--- src/rtl/gpio_irq_ctrl.sv ---
module gpio_irq_ctrl #(
  parameter int DB_LEN = 4
) (
  input  logic        clk,
  input  logic        rst_n,
  input  logic        bus_we,
  input  logic [7:0]  bus_addr,
  input  logic [7:0]  bus_wdata,
  output logic [7:0]  bus_rdata,
  input  logic [23:0] pad_in,
  output logic [23:0] pad_out,
  output logic [23:0] pad_oe,
  output logic        irq_ab,
  output logic [7:0]  irq_f
);
  localparam int NP = 3;
  localparam int NL = 8 * NP;
  localparam int CW = (DB_LEN > 2) ? $clog2(DB_LEN) : 1;

  localparam logic [23:0] O_DATA = {8'h30, 8'h04, 8'h00};
  localparam logic [23:0] O_DIR  = {8'h34, 8'h14, 8'h10};
  localparam logic [23:0] O_SEL  = {8'h4C, 8'hAC, 8'h90};
  localparam logic [23:0] O_POL  = {8'h50, 8'hB0, 8'h94};
  localparam logic [23:0] O_EOI  = {8'h54, 8'hB4, 8'h98};
  localparam logic [23:0] O_EN   = {8'h58, 8'hB8, 8'h9C};
  localparam logic [23:0] O_STAT = {8'h5C, 8'hBC, 8'hA0};
  localparam logic [23:0] O_DB   = {8'h64, 8'hC4, 8'hA8};

  logic [NL-1:0] dir_q, out_q, sel_q, pol_q, en_q, db_q;
  logic [NL-1:0] s1, s2, qual, prev, lat, eoi_w, edge_hit, status;

  always_comb begin
    eoi_w = '0;
    for (int p = 0; p < NP; p++)
      if (bus_we && bus_addr == O_EOI[8*p +: 8]) eoi_w[8*p +: 8] = bus_wdata;
  end

  always_ff @(posedge clk or negedge rst_n) begin
    if (!rst_n) begin
      dir_q <= '0; out_q <= '0; sel_q <= '0;
      pol_q <= '0; en_q  <= '0; db_q  <= '0;
    end else if (bus_we) begin
      for (int p = 0; p < NP; p++) begin
        if (bus_addr == O_DATA[8*p +: 8]) out_q[8*p +: 8] <= bus_wdata;
        if (bus_addr == O_DIR[8*p +: 8])  dir_q[8*p +: 8] <= bus_wdata;
        if (bus_addr == O_SEL[8*p +: 8])  sel_q[8*p +: 8] <= bus_wdata;
        if (bus_addr == O_POL[8*p +: 8])  pol_q[8*p +: 8] <= bus_wdata;
        if (bus_addr == O_EN[8*p +: 8])   en_q[8*p +: 8]  <= bus_wdata;
        if (bus_addr == O_DB[8*p +: 8])   db_q[8*p +: 8]  <= bus_wdata;
      end
    end
  end

  always_ff @(posedge clk or negedge rst_n) begin
    if (!rst_n) begin
      s1 <= '0; s2 <= '0; prev <= '0; lat <= '0;
    end else begin
      s1   <= pad_in;
      s2   <= s1;
      prev <= qual;
      lat  <= en_q & sel_q & ((lat & ~eoi_w) | edge_hit);
    end
  end

  for (genvar i = 0; i < NL; i++) begin : g_line
    logic [CW-1:0] cnt;
    logic          q;
    always_ff @(posedge clk or negedge rst_n) begin
      if (!rst_n) begin
        cnt <= '0; q <= 1'b0;
      end else if (!db_q[i]) begin
        cnt <= '0; q <= s2[i];
      end else if (s2[i] == q) begin
        cnt <= '0;
      end else if (cnt == CW'(DB_LEN - 1)) begin
        cnt <= '0; q <= s2[i];
      end else begin
        cnt <= cnt + 1'b1;
      end
    end
    assign qual[i] = q;
  end

  assign edge_hit = sel_q & ((pol_q & qual & ~prev) | (~pol_q & ~qual & prev));
  assign status   = (sel_q & lat) | (~sel_q & en_q & ~(qual ^ pol_q));

  assign pad_out = out_q;
  assign pad_oe  = dir_q;
  assign irq_ab  = |status[15:0];
  assign irq_f   = status[23:16];

  always_comb begin
    bus_rdata = '0;
    for (int p = 0; p < NP; p++) begin
      if (bus_addr == O_DATA[8*p +: 8])
        bus_rdata = (dir_q[8*p +: 8] & out_q[8*p +: 8]) | (~dir_q[8*p +: 8] & s2[8*p +: 8]);
      if (bus_addr == O_DIR[8*p +: 8])  bus_rdata = dir_q[8*p +: 8];
      if (bus_addr == O_SEL[8*p +: 8])  bus_rdata = sel_q[8*p +: 8];
      if (bus_addr == O_POL[8*p +: 8])  bus_rdata = pol_q[8*p +: 8];
      if (bus_addr == O_EN[8*p +: 8])   bus_rdata = en_q[8*p +: 8];
      if (bus_addr == O_STAT[8*p +: 8]) bus_rdata = status[8*p +: 8];
      if (bus_addr == O_DB[8*p +: 8])   bus_rdata = db_q[8*p +: 8];
    end
  end

  p_dir_drives_oe_r2: assert property (@(posedge clk) disable iff (!rst_n)
    (bus_we && bus_addr == 8'h10) |=> (pad_oe[7:0] == $past(bus_wdata)));

  p_eoi_clears_r5: assert property (@(posedge clk) disable iff (!rst_n)
    (bus_we && bus_addr == 8'h54) |=>
      ((lat[23:16] & $past(bus_wdata) & ~$past(edge_hit[23:16])) == 8'h00));

  p_latch_needs_en_r6: assert property (@(posedge clk) disable iff (!rst_n)
    ((lat & ~$past(en_q)) == '0));

  p_no_false_edge_r7: assert property (@(posedge clk) disable iff (!rst_n)
    ((lat & ~$past(lat) & ~$past(qual ^ prev)) == '0));

  p_nodb_follow_r8: assert property (@(posedge clk) disable iff (!rst_n)
    (((qual ^ $past(s2)) & ~$past(db_q)) == '0));
endmodule

--- config.mk ---
export PLATFORM = sky130hd
export DESIGN_NAME = gpio_irq_ctrl
export DESIGN_NICKNAME = d
export VERILOG_FILES = /design/src/rtl/gpio_irq_ctrl.sv
export SDC_FILE = /design/constraint.sdc
export NUM_CORES = 1
export LEC_CHECK = 0
export ABC_AREA = 1
export BUFFER_PORTS_ARGS = -buffer_cell sky130_fd_sc_hd__clkbuf_2
export CAP_MARGIN = 25
export CORE_MARGIN = 2
export CORE_UTILIZATION = 55
export CTS_CLUSTER_SIZE = 30
export DETAILED_ROUTE_END_ITERATION = 8
export PLACE_DENSITY = 0.83
export SLEW_MARGIN = 30
export SYNTH_ARGS = -nofsm -noshare
export SYNTH_HDL_FRONTEND = slang
export SYNTH_SLANG_ARGS = --single-unit
--- constraint.sdc ---
create_clock -name clk -period 4 [get_ports clk]
set_clock_uncertainty 0.05 [all_clocks]
set_input_delay 0.8 -clock clk [delete_from_list [all_inputs] [get_ports clk]]
set_output_delay 0.8 -clock clk [all_outputs]
set_load 0.01 [all_outputs]
* Yosys cells after proc, flatten, opt, wreduce, memory -nomap -nowiden *
Index checks and enable logic that the tools add are counted.

word-level totals
  register bits after elaboration = 312
  bits of input ports = 43
  output and inout bits = 65

cells by class
  add/subtract/negate cells = 24
  reduce and logical (&&, ||, !) cells = 47
  muxes and demuxes = 168
  bitwise gates (word level) = 33
  equality and inequality tests = 119

operators with widths
  cell                                                             count
  24-bit AND                                                       11
  8-bit 2-to-1 mux                                                 24
  2-bit 2-to-1 mux                                                 72
  24-bit inverter                                                  6
  8-bit == test, second input constant                             12
  2-bit AND reduction                                              42
  1-bit 2-to-1 mux                                                 72
  24-bit OR                                                        3
  2-bit by 1-bit adder with 2-bit output, second input constant    24
  8-bit AND                                                        6
  2-bit == test, second input constant                             24
  8-bit by 7-bit == test with 1-bit output, second input constant  6
  2-bit by 1-bit != test with 1-bit output, second input constant  24
  2-bit != test, second input constant                             24
  1-bit == test                                                    24
  8-bit inverter                                                   3
  8-bit OR                                                         3
  24-bit bitwise XOR                                               1
  8-bit by 5-bit == test with 1-bit output, second input constant  2
  8-bit by 6-bit == test with 1-bit output, second input constant  2
  16-bit OR reduction                                              1
  8-bit by 3-bit == test with 1-bit output, second input constant  1
  8-bit zero test                                                  1
  1-bit logical AND                                                3

* Longest topological paths before layout *
Gate-level depths: netlist (run 1).

  word-level depth = 24
  gate-level depth with buffers = 16

* Least setup slack after synthesis (run 1) *
Ideal clock, no wire load.

  path kind = in2out
  start point = input bus_addr[1]
  end point = output bus_rdata[6]
  data required time = 3.150 ns
  stages on the path = 13
  data arrival time = 2.062 ns
  buffers on the path = 0
  setup slack = 1.088 ns
  path through = nor2_4 > nand3_2 > nor2_2 > inv_1 > o21ai_0 > inv_1 > nand3_1 > nand2_1 > nand4_1 > nor2_1 > nand4_1 > nand2_1 > nand4_1

between the ends
  longest elaborated chain between the ends = 22

ends and longest elaborated chain
  element               line  source
  start: declaration    7     input logic [7:0] bus_addr,
  8-bit zero test       95    if (bus_addr == O_DATA[8*p +: 8])
  8-bit 2-to-1 mux      95
  8-bit 2-to-1 mux      97    if (bus_addr == O_DIR[8*p +: 8]) bus_rdata = dir_q[8*p +: 8];
  8-bit 2-to-1 mux      98    if (bus_addr == O_SEL[8*p +: 8]) bus_rdata = sel_q[8*p +: 8];
  8-bit 2-to-1 mux      99    if (bus_addr == O_POL[8*p +: 8]) bus_rdata = pol_q[8*p +: 8];
  8-bit 2-to-1 mux      100   if (bus_addr == O_EN[8*p +: 8]) bus_rdata = en_q[8*p +: 8];
  8-bit 2-to-1 mux      101   if (bus_addr == O_STAT[8*p +: 8]) bus_rdata = status[8*p +: 8];
  8-bit 2-to-1 mux      102   if (bus_addr == O_DB[8*p +: 8]) bus_rdata = db_q[8*p +: 8];
  (+6 left out)         --
  8-bit 2-to-1 mux      102
  8-bit 2-to-1 mux      95
  8-bit 2-to-1 mux      97
  8-bit 2-to-1 mux      98
  8-bit 2-to-1 mux      99
  8-bit 2-to-1 mux      100
  8-bit 2-to-1 mux      101
  8-bit 2-to-1 mux (*)  102
  end: declaration      9     output logic [7:0] bus_rdata,

Every way passes the cells marked *; elsewhere a longest branch is shown, timed or not.

* Worst setup path in the final report (run 1) *
  start point = input bus_addr[5]
  end point = output bus_rdata[4]

The elaborated chain is that of the path after synthesis.

==> results of run 1 <==
==> per-layer routing <==
metal	vias to the layer above	share of wire, %	GRT usage, %
li1	5456	-	-
met1	5722	40	38.9
met2	605	47	46.4
met3	138	9.3	5.87
met4	0	4.5	13.3
met5	-	0	0
==> final timing paths <==
kind	slack, ns	end	cells past startpoint
max	0.13	bus_rdata[4]	18
max in group asynchronous	2.84	pad_out[23]	2
min in group clk	0.29	s2[15]	0
min	0.19	g_line[1].cnt[1]	1
max reg2reg	2.70	lat[11]	4
min reg2reg	0.29	s2[15]	0
==> metrics by stage <==
stage | power, mW | setup WS, ns
after floorplan | 4.14 | 1.09
after global placement | 4.43 | 0.366
after detailed placement | 4.49 | 0.260
after CTS | 7.81 | 0.229
after global routing | 8.11 | 0.0136
final | 7.78 | 0.126
==> critical path, cell delays in order <==
cell      delay, ns
clkbuf_2       0.13
inv_2          0.07
nor2_1         0.18
nand2_1        0.18
nor2_2         0.49
nand2_1        0.12
nand2_1        0.09
inv_1          0.04
nand4_1        0.15
nand2_1        0.07
nand4_1        0.07
nand2_1        0.08
nand3_1        0.13
nand2_1        0.07
nand4_1        0.07
nand2_1        0.05
nand3_1        0.09
clkbuf_2       0.14
==> area by class of cell <==
cell class                 instances  area [um^2]
fill                            2055         9370
inverter                         199          752
timing repair buffer             118          653
clock inverter                    14          200
sequential                       312         7810
multi-input combinational       1074         5640
tap                              335          419
clock buffer                      48          996
==> cell families (layout without fill, tap and decap cells) <==
logic type / Yosys count / in the layout / share of synthesized area (%)
xor gates and xnor gates: 24 / 24 / 1.47
and+or+nand+nor: 705 / 705 / 21.0
adders and majority gates: 72 / 72 / 6.29
muxes: 6 / 6 / 0.419
buffers and inverters: 230 / 379 / 6.19
DFF: 312 / 312 / 54.5
AOI/OAI and AO/OA: 267 / 267 / 10.2
==> power breakdown <==
group          internal [mW]  total, mW  leakage (nW)  switching, mW
registers               3.42       3.65          4.01          0.225
clock network           2.02       3.33         0.577           1.31
logic                  0.313      0.805          3.26          0.492
==> placed cells by master, fill, tap and decap left out, types with 2 or more instances in the layout <==
cell and count:
nor2_2 16, o21ai_0 188, o31ai_1 9, clkinv_2 3, o21ai_1 9, nor2_1 108, nand3_1 22, inv_6 3
inv_1 189, nor2_4 5, bufinv_16 4, nand4_1 30, xnor2_1 24, mux2i_1 6, dfrtp_1 312, clkbuf_2 106
a221oi_1 16, nor3_2 2, nor3_1 37, buf_12 2, clkbuf_16 36, ha_1 72, nand2_1 453, nand2_4 3
o22ai_1 8, buf_4 9, clkinvlp_4 3, o211a_1 2, clkbuf_8 5, inv_2 8, o211ai_1 3, or2_2 22
nor4_1 3, a211oi_1 6, clkbuf_1 7, a21oi_1 26
==> state kept, by name, indices dropped and copies added (netlist names) <==
name        cells
db_q           24
en_q           24
g_line.cnt     48
g_line.q       24
lat            24
pad_oe         24
pad_out        24
pol_q          24
prev           24
s1             24
s2             24
sel_q          24
==> qor.csv, run 1 <==
stage;metric;value;unit
synth;synthesized area;14300;um^2
placement;RePlAce Congestion;0.989;
power_and_ir_drop;worst vdd ir;436;uV
synth;Synth Flop Type;dfrtp_1;
sta;Sum Neg Setup Slack;0;ns
routing;drt pass-1 iters;6;
sta;worst-margin pin slew;0.794;ns
cts;maximum clock insertion buffer count;3;
grt;initial antenna violation count;0;
synth;cell count after synthesis;1616;
power_and_ir_drop;Pwr per Cell Area;472;nW/um^2
grt;GRT overflow;0;
sta;Pins Over Slew Limit;0;
synth;area share of the largest cell type after synthesis;54.5;%
grt;vias in the first global route;11700;
synth;Synth area leaders;dfrtp_1 54%, nand2_1 12%, o21ai_0 6.6%;
critical_path;worst setup path start;bus_addr[5];
synth;Ys Warns;0;
sta;RSZ-0062 raised after global routing;no;
routing;DR vias;11900;
grt;largest net degree at the start of global routing;84;
sta;Final period util;96.9;%
min_path;Hold WC Path Type;input port to asynchronous set/reset pin;
cts;H-Tree Depth;2;
synth;Post-Syn Nets;1731;
routing;vias per inst;5.68;
grt;GRT Util Overall;29.2;%
cells_and_area;Finished Layout Cells;2100;
cts;TritonCTS buffer count;35;
cells_and_area;final instance area;16500;um^2
sta;crit path time final;3.87;ns
synth;most frequent cells after synthesis;453 x nand2_1, 312 x dfrtp_1, 189 x inv_1;
synth;unique cell type count in the Yosys netlist;35;
sta;Max transition margin;46.8;%
routing;wire per inst;18.3;um
synth;area leader, netlist;dfrtp_1;
critical_path;CP endpoint kind;primary output;
run;max cap viols;0;
placement;detailed placement HPWL;26500;um
power_and_ir_drop;Leak;7.85;nW
synth;Yosys reg bits;312;
cells_and_area;nets;1855;
routing;Post-route DRC;0;
critical_path;critical path startpoint category;input port;
cells_and_area;ANT cells;0;
run_status;status;finished clean;
floorplanning;io pins;108;
floorplanning;Die W;165;um
cts;clock latency on the worst-skew pair;0.52;ns
grt;global-route wire length before repair;61100;um
synth;Avg Inst Size Synth;8.87;um^2
floorplanning;full die area;27400;um^2
critical_path;CP Data Required Time;3.15;ns
cts;CTS root buf;clkbuf_16;
synth;EDFF count, synth;0;
floorplanning;placeable core area;25800;um^2
critical_path;RR Startpoint;g_line[11].q;
cts;clock-pin slew on the worst setup and hold paths;0.06;ns
placement;Post-Place Cells;2038;
synth;sequential-to-total area share from yosys stat;54.5;%
synth;top-count cell post-synth;nand2_1;
synth;Async S/R FF share, synth;100;%
cts;CTS tree;yes;
routing;final wirelength;38500;um
placement;IO buf count;107;
critical_path;Worst Path Arrival;3.02;ns
sta;# setup viols final;0;
cells_and_area;Area Growth Syn to Fin;14.9;%
floorplanning;chip height;165;um
cts;Clock Sink Count;312;
routing;Detail Route Antenna Nets;0;
floorplanning;Initial Util;55.5;%
cts;hold-fix buffers at CTS;0;
critical_path;Crit Path Max Fanout;13;
routing;drt initial violations;1158;
placement;placed instance area;15300;um^2
sta;Fin Hold WS;0.194;ns
cts;number of gates resized after CTS;0;
sta;Hold Fails Final Rpt;0;
cts;post-CTS setup buffers;0;
cells_and_area;Final Util;63.7;%
critical_path;CP Class;input port to primary output;
sta;FMAX;0.258;GHz
floorplanning;Rows;59;
cells_and_area;proportion of layout cells with a drive suffix above 1;13.3;%
(Power assumes the default switching activity.)
==> run 2, diff against run 1 <==
MAX_ROUTING_LAYER = met4   (was default)
PLACE_DENSITY = 0.79   (was 0.83)
==> run 2 against run 1 <==
Effect of this change:
- worst hold slack better by 0.084 ns
- clock-buffer cell count is 3 higher
- final area hardly changed
- routed wire length is 0.81% lower
- sequential cell count stayed put
- via count is 2.2% lower
- core utilization hardly changed
- clock power hardly changed
- critical endpoint is now bus_rdata[1]
- largest cell class unchanged
==> qor.csv, run 2 (same netlist as run 1, synthesis figures left out) <==
stage;metric;value;unit;change
run;max cap viols;0;;unchanged
critical_path;R2R depth;4;;unchanged
grt;vias in the first global route;11300;;was 11.7k
floorplanning;placeable core area;25800;um^2;unchanged
critical_path;slowest cell delay on critical path;0.52;ns;was 0.49 ns
routing;final wirelength;38200;um;was 38500 um
critical_path;Worst Path Buf+Inv;4;;unchanged
power_and_ir_drop;Leak;7.87;nW;was 7.85 nW
cells_and_area;Area Growth Syn to Fin;14.9;%;about the same
cts;post-CTS setup buffers;0;;unchanged
critical_path;Worst Path Arrival;2.99;ns;was 3.02 ns
sta;Max transition margin;46.8;%;about the same
floorplanning;Die W;165;um;unchanged
sta;crit path time final;3.84;ns;was 3.87 ns
routing;DR vias;11700;;was 11.9k
grt;global-route wire length before repair;60500;um;was 61100 um
routing;Post-route DRC;0;;unchanged
cts;number of gates resized after CTS;0;;unchanged
sta;FMAX;0.260;GHz;was 0.258 GHz
grt;GRT Util Overall;29.9;%;was 29.2%
cells_and_area;Layout fillers;2126;;was 2055
cts;maximum clock insertion buffer count;3;;unchanged
grt;largest net degree at the start of global routing;94;;was 84
sta;RSZ-0062 raised after global routing;yes;;was no
cts;clock latency on the worst-skew pair;0.52;ns;about the same
critical_path;most frequent CP cell;nand4_1;;was nand2_1
cts;hold-fix buffers at CTS;0;;unchanged
cells_and_area;Sequential Area;7810;um^2;unchanged
critical_path;FF-to-FF setup slack;2.71;ns;was 2.70 ns
routing;vias per inst;5.55;;was 5.68
placement;IO buf count;107;;unchanged
placement;Post-Place Cells;2039;;was 2038
sta;Hold Fails Final Rpt;0;;unchanged
critical_path;reg-to-reg critical path endpoint;lat[5];;was lat[11]
grt;met2 usage;45.8;%;was 46.4%
cts;CTS tree;yes;;unchanged
critical_path;critical path startpoint category;input port;;unchanged
critical_path;CP Class;input port to primary output;;unchanged
min_path;Hold WC Path Type;input port to asynchronous set/reset pin;;unchanged
floorplanning;Initial Util;55.5;%;unchanged
floorplanning;chip height;165;um;unchanged
grt;met1 usage;40.3;%;was 38.9%
grt;initial antenna violation count;0;;unchanged
cts;H-Tree Depth;2;;unchanged
routing;drt initial violations;971;;was 1158
cells_and_area;Biggest register;g_line.cnt;;unchanged
routing;wire per inst;18.2;um;was 18.3 um
floorplanning;Rows;59;;unchanged
floorplanning;io pins;108;;unchanged
placement;detailed placement HPWL;26700;um;was 26500 um
grt;most used routing layer;met2;;unchanged
power_and_ir_drop;Pwr per Cell Area;472;nW/um^2;about the same
power_and_ir_drop;worst vdd ir;386;uV;was 436 uV
run_status;status;finished clean;;unchanged
routing;Detail Route Antenna Nets;0;;unchanged
grt;met3 Use GR;4.80;%;was 5.87%
sta;worst-margin pin slew;0.793;ns;was 0.794 ns
critical_path;RR Startpoint;g_line[5].q;;was g_line[11].q
cells_and_area;ANT cells;0;;unchanged
critical_path;CP Data Required Time;3.15;ns;about the same
critical_path;CP endpoint kind;primary output;;unchanged
cells_and_area;Largest register FFs;48;;unchanged
cells_and_area;most common cell after layout, fill and taps aside;nand2_1;;unchanged
cells_and_area;proportion of layout cells with a drive suffix above 1;13.2;%;was 13.3%
critical_path;CP top delay family;simple AND/OR/NAND/NOR gates;;unchanged
sta;Fin Hold WS;0.278;ns;was 0.194 ns
sta;# setup viols final;0;;unchanged
cts;TritonCTS buffer count;35;;unchanged
critical_path;slowest CP cell;nor2_2;;unchanged
floorplanning;full die area;27400;um^2;unchanged
critical_path;CP cell instances;clkbuf_2 -> nor2_4 -> nand3_2 -> nor2_2 -> inv_1 -> o21ai_0 -> inv_1 -> nand3_1 -> nand2_1 -> nand4_1 -> nand2_1 -> nand4_1 -> nor2_1 -> nand4_1 -> clkbuf_2;;was clkbuf_2 -> inv_2 -> nor2_1 -> nand2_1 -> nor2_2 -> nand2_1 -> nand2_1 -> inv_1 -> nand4_1 -> nand2_1 -> nand4_1 -> nand2_1 -> nand3_1 -> nand2_1 -> nand4_1 -> nand2_1 -> nand3_1 -> clkbuf_2
sta;Final period util;96.1;%;was 96.9%
cells_and_area;nets;1856;;was 1855
cells_and_area;most frequent cells in the layout;453 x nand2_1, 312 x dfrtp_1, 189 x inv_1, 188 x o21ai_0, 108 x nor2_1;;unchanged
cts;Clock Sink Count;312;;unchanged
cts;clock-pin slew on the worst setup and hold paths;0.06;ns;about the same
placement;placed instance area;15300;um^2;about the same
placement;RePlAce Congestion;0.959;;was 0.989
cells_and_area;Finished Layout Cells;2100;;unchanged
cts;CTS root buf;clkbuf_16;;unchanged
routing;drt pass-1 iters;5;;was 6
cells_and_area;multi-input logic area;5640;um^2;unchanged
critical_path;Crit Path Max Fanout;10;;was 13
sta;Pins Over Slew Limit;0;;unchanged
cells_and_area;final instance area;16500;um^2;about the same
grt;GRT overflow;0;;unchanged
run 2: area by class of cell:
| type | count | area share, % |
|---|---|---|
| multi-input combinational | 1074 | 34.2 |
| clock buffer | 51 | 6.31 |
| tap | 335 | 2.55 |
| clock inverter | 10 | 0.934 |
| inverter | 199 | 4.57 |
| timing repair buffer | 119 | 4.01 |
| sequential | 312 | 47.4 |
run 2: worst max path at each step:
stage	from	to	cells after the start
3_5_place_dp	bus_addr[1]	bus_rdata[1]	15
5_1_grt	bus_addr[1]	bus_rdata[1]	15
2_1_floorplan	bus_addr[1]	bus_rdata[6]	13
3_3_place_gp	bus_addr[4]	bus_rdata[0]	15
4_1_cts	bus_addr[5]	bus_rdata[2]	15
6_report	bus_addr[1]	bus_rdata[1]	15
run 2: per-stage QoR:
stage,setup WS (ns),total power [mW],setup TNS (ns),util (%)
2_1_floorplan,1.09,4.14,0,-
3_3_place_gp,0.310,4.44,0,59.1
3_5_place_dp,0.283,4.49,0,59.1
4_1_cts,0.261,7.82,0,63.7
5_1_grt,-0.000683,8.10,-0.000683,63.7
6_report,0.156,7.78,0,63.7
run 2: metal layers:
layer / routed length (um) / share of wire [%]
met2: 17500 / 46
met5: 0 / 0
met1: 16200 / 42
met4: 1480 / 3.9
met3: 2930 / 7.7
run 2: report_power, final:
| group | switching [mW] | total (mW) | leakage [nW] | internal, mW |
|---|---|---|---|---|
| Sequential | 0.222 | 3.65 | 4.01 | 3.42 |
| Combinational | 0.482 | 0.793 | 3.27 | 0.311 |
| Clock | 1.28 | 3.34 | 0.589 | 2.06 |
| Total | 1.98 | 7.78 | 7.87 | 5.79 |
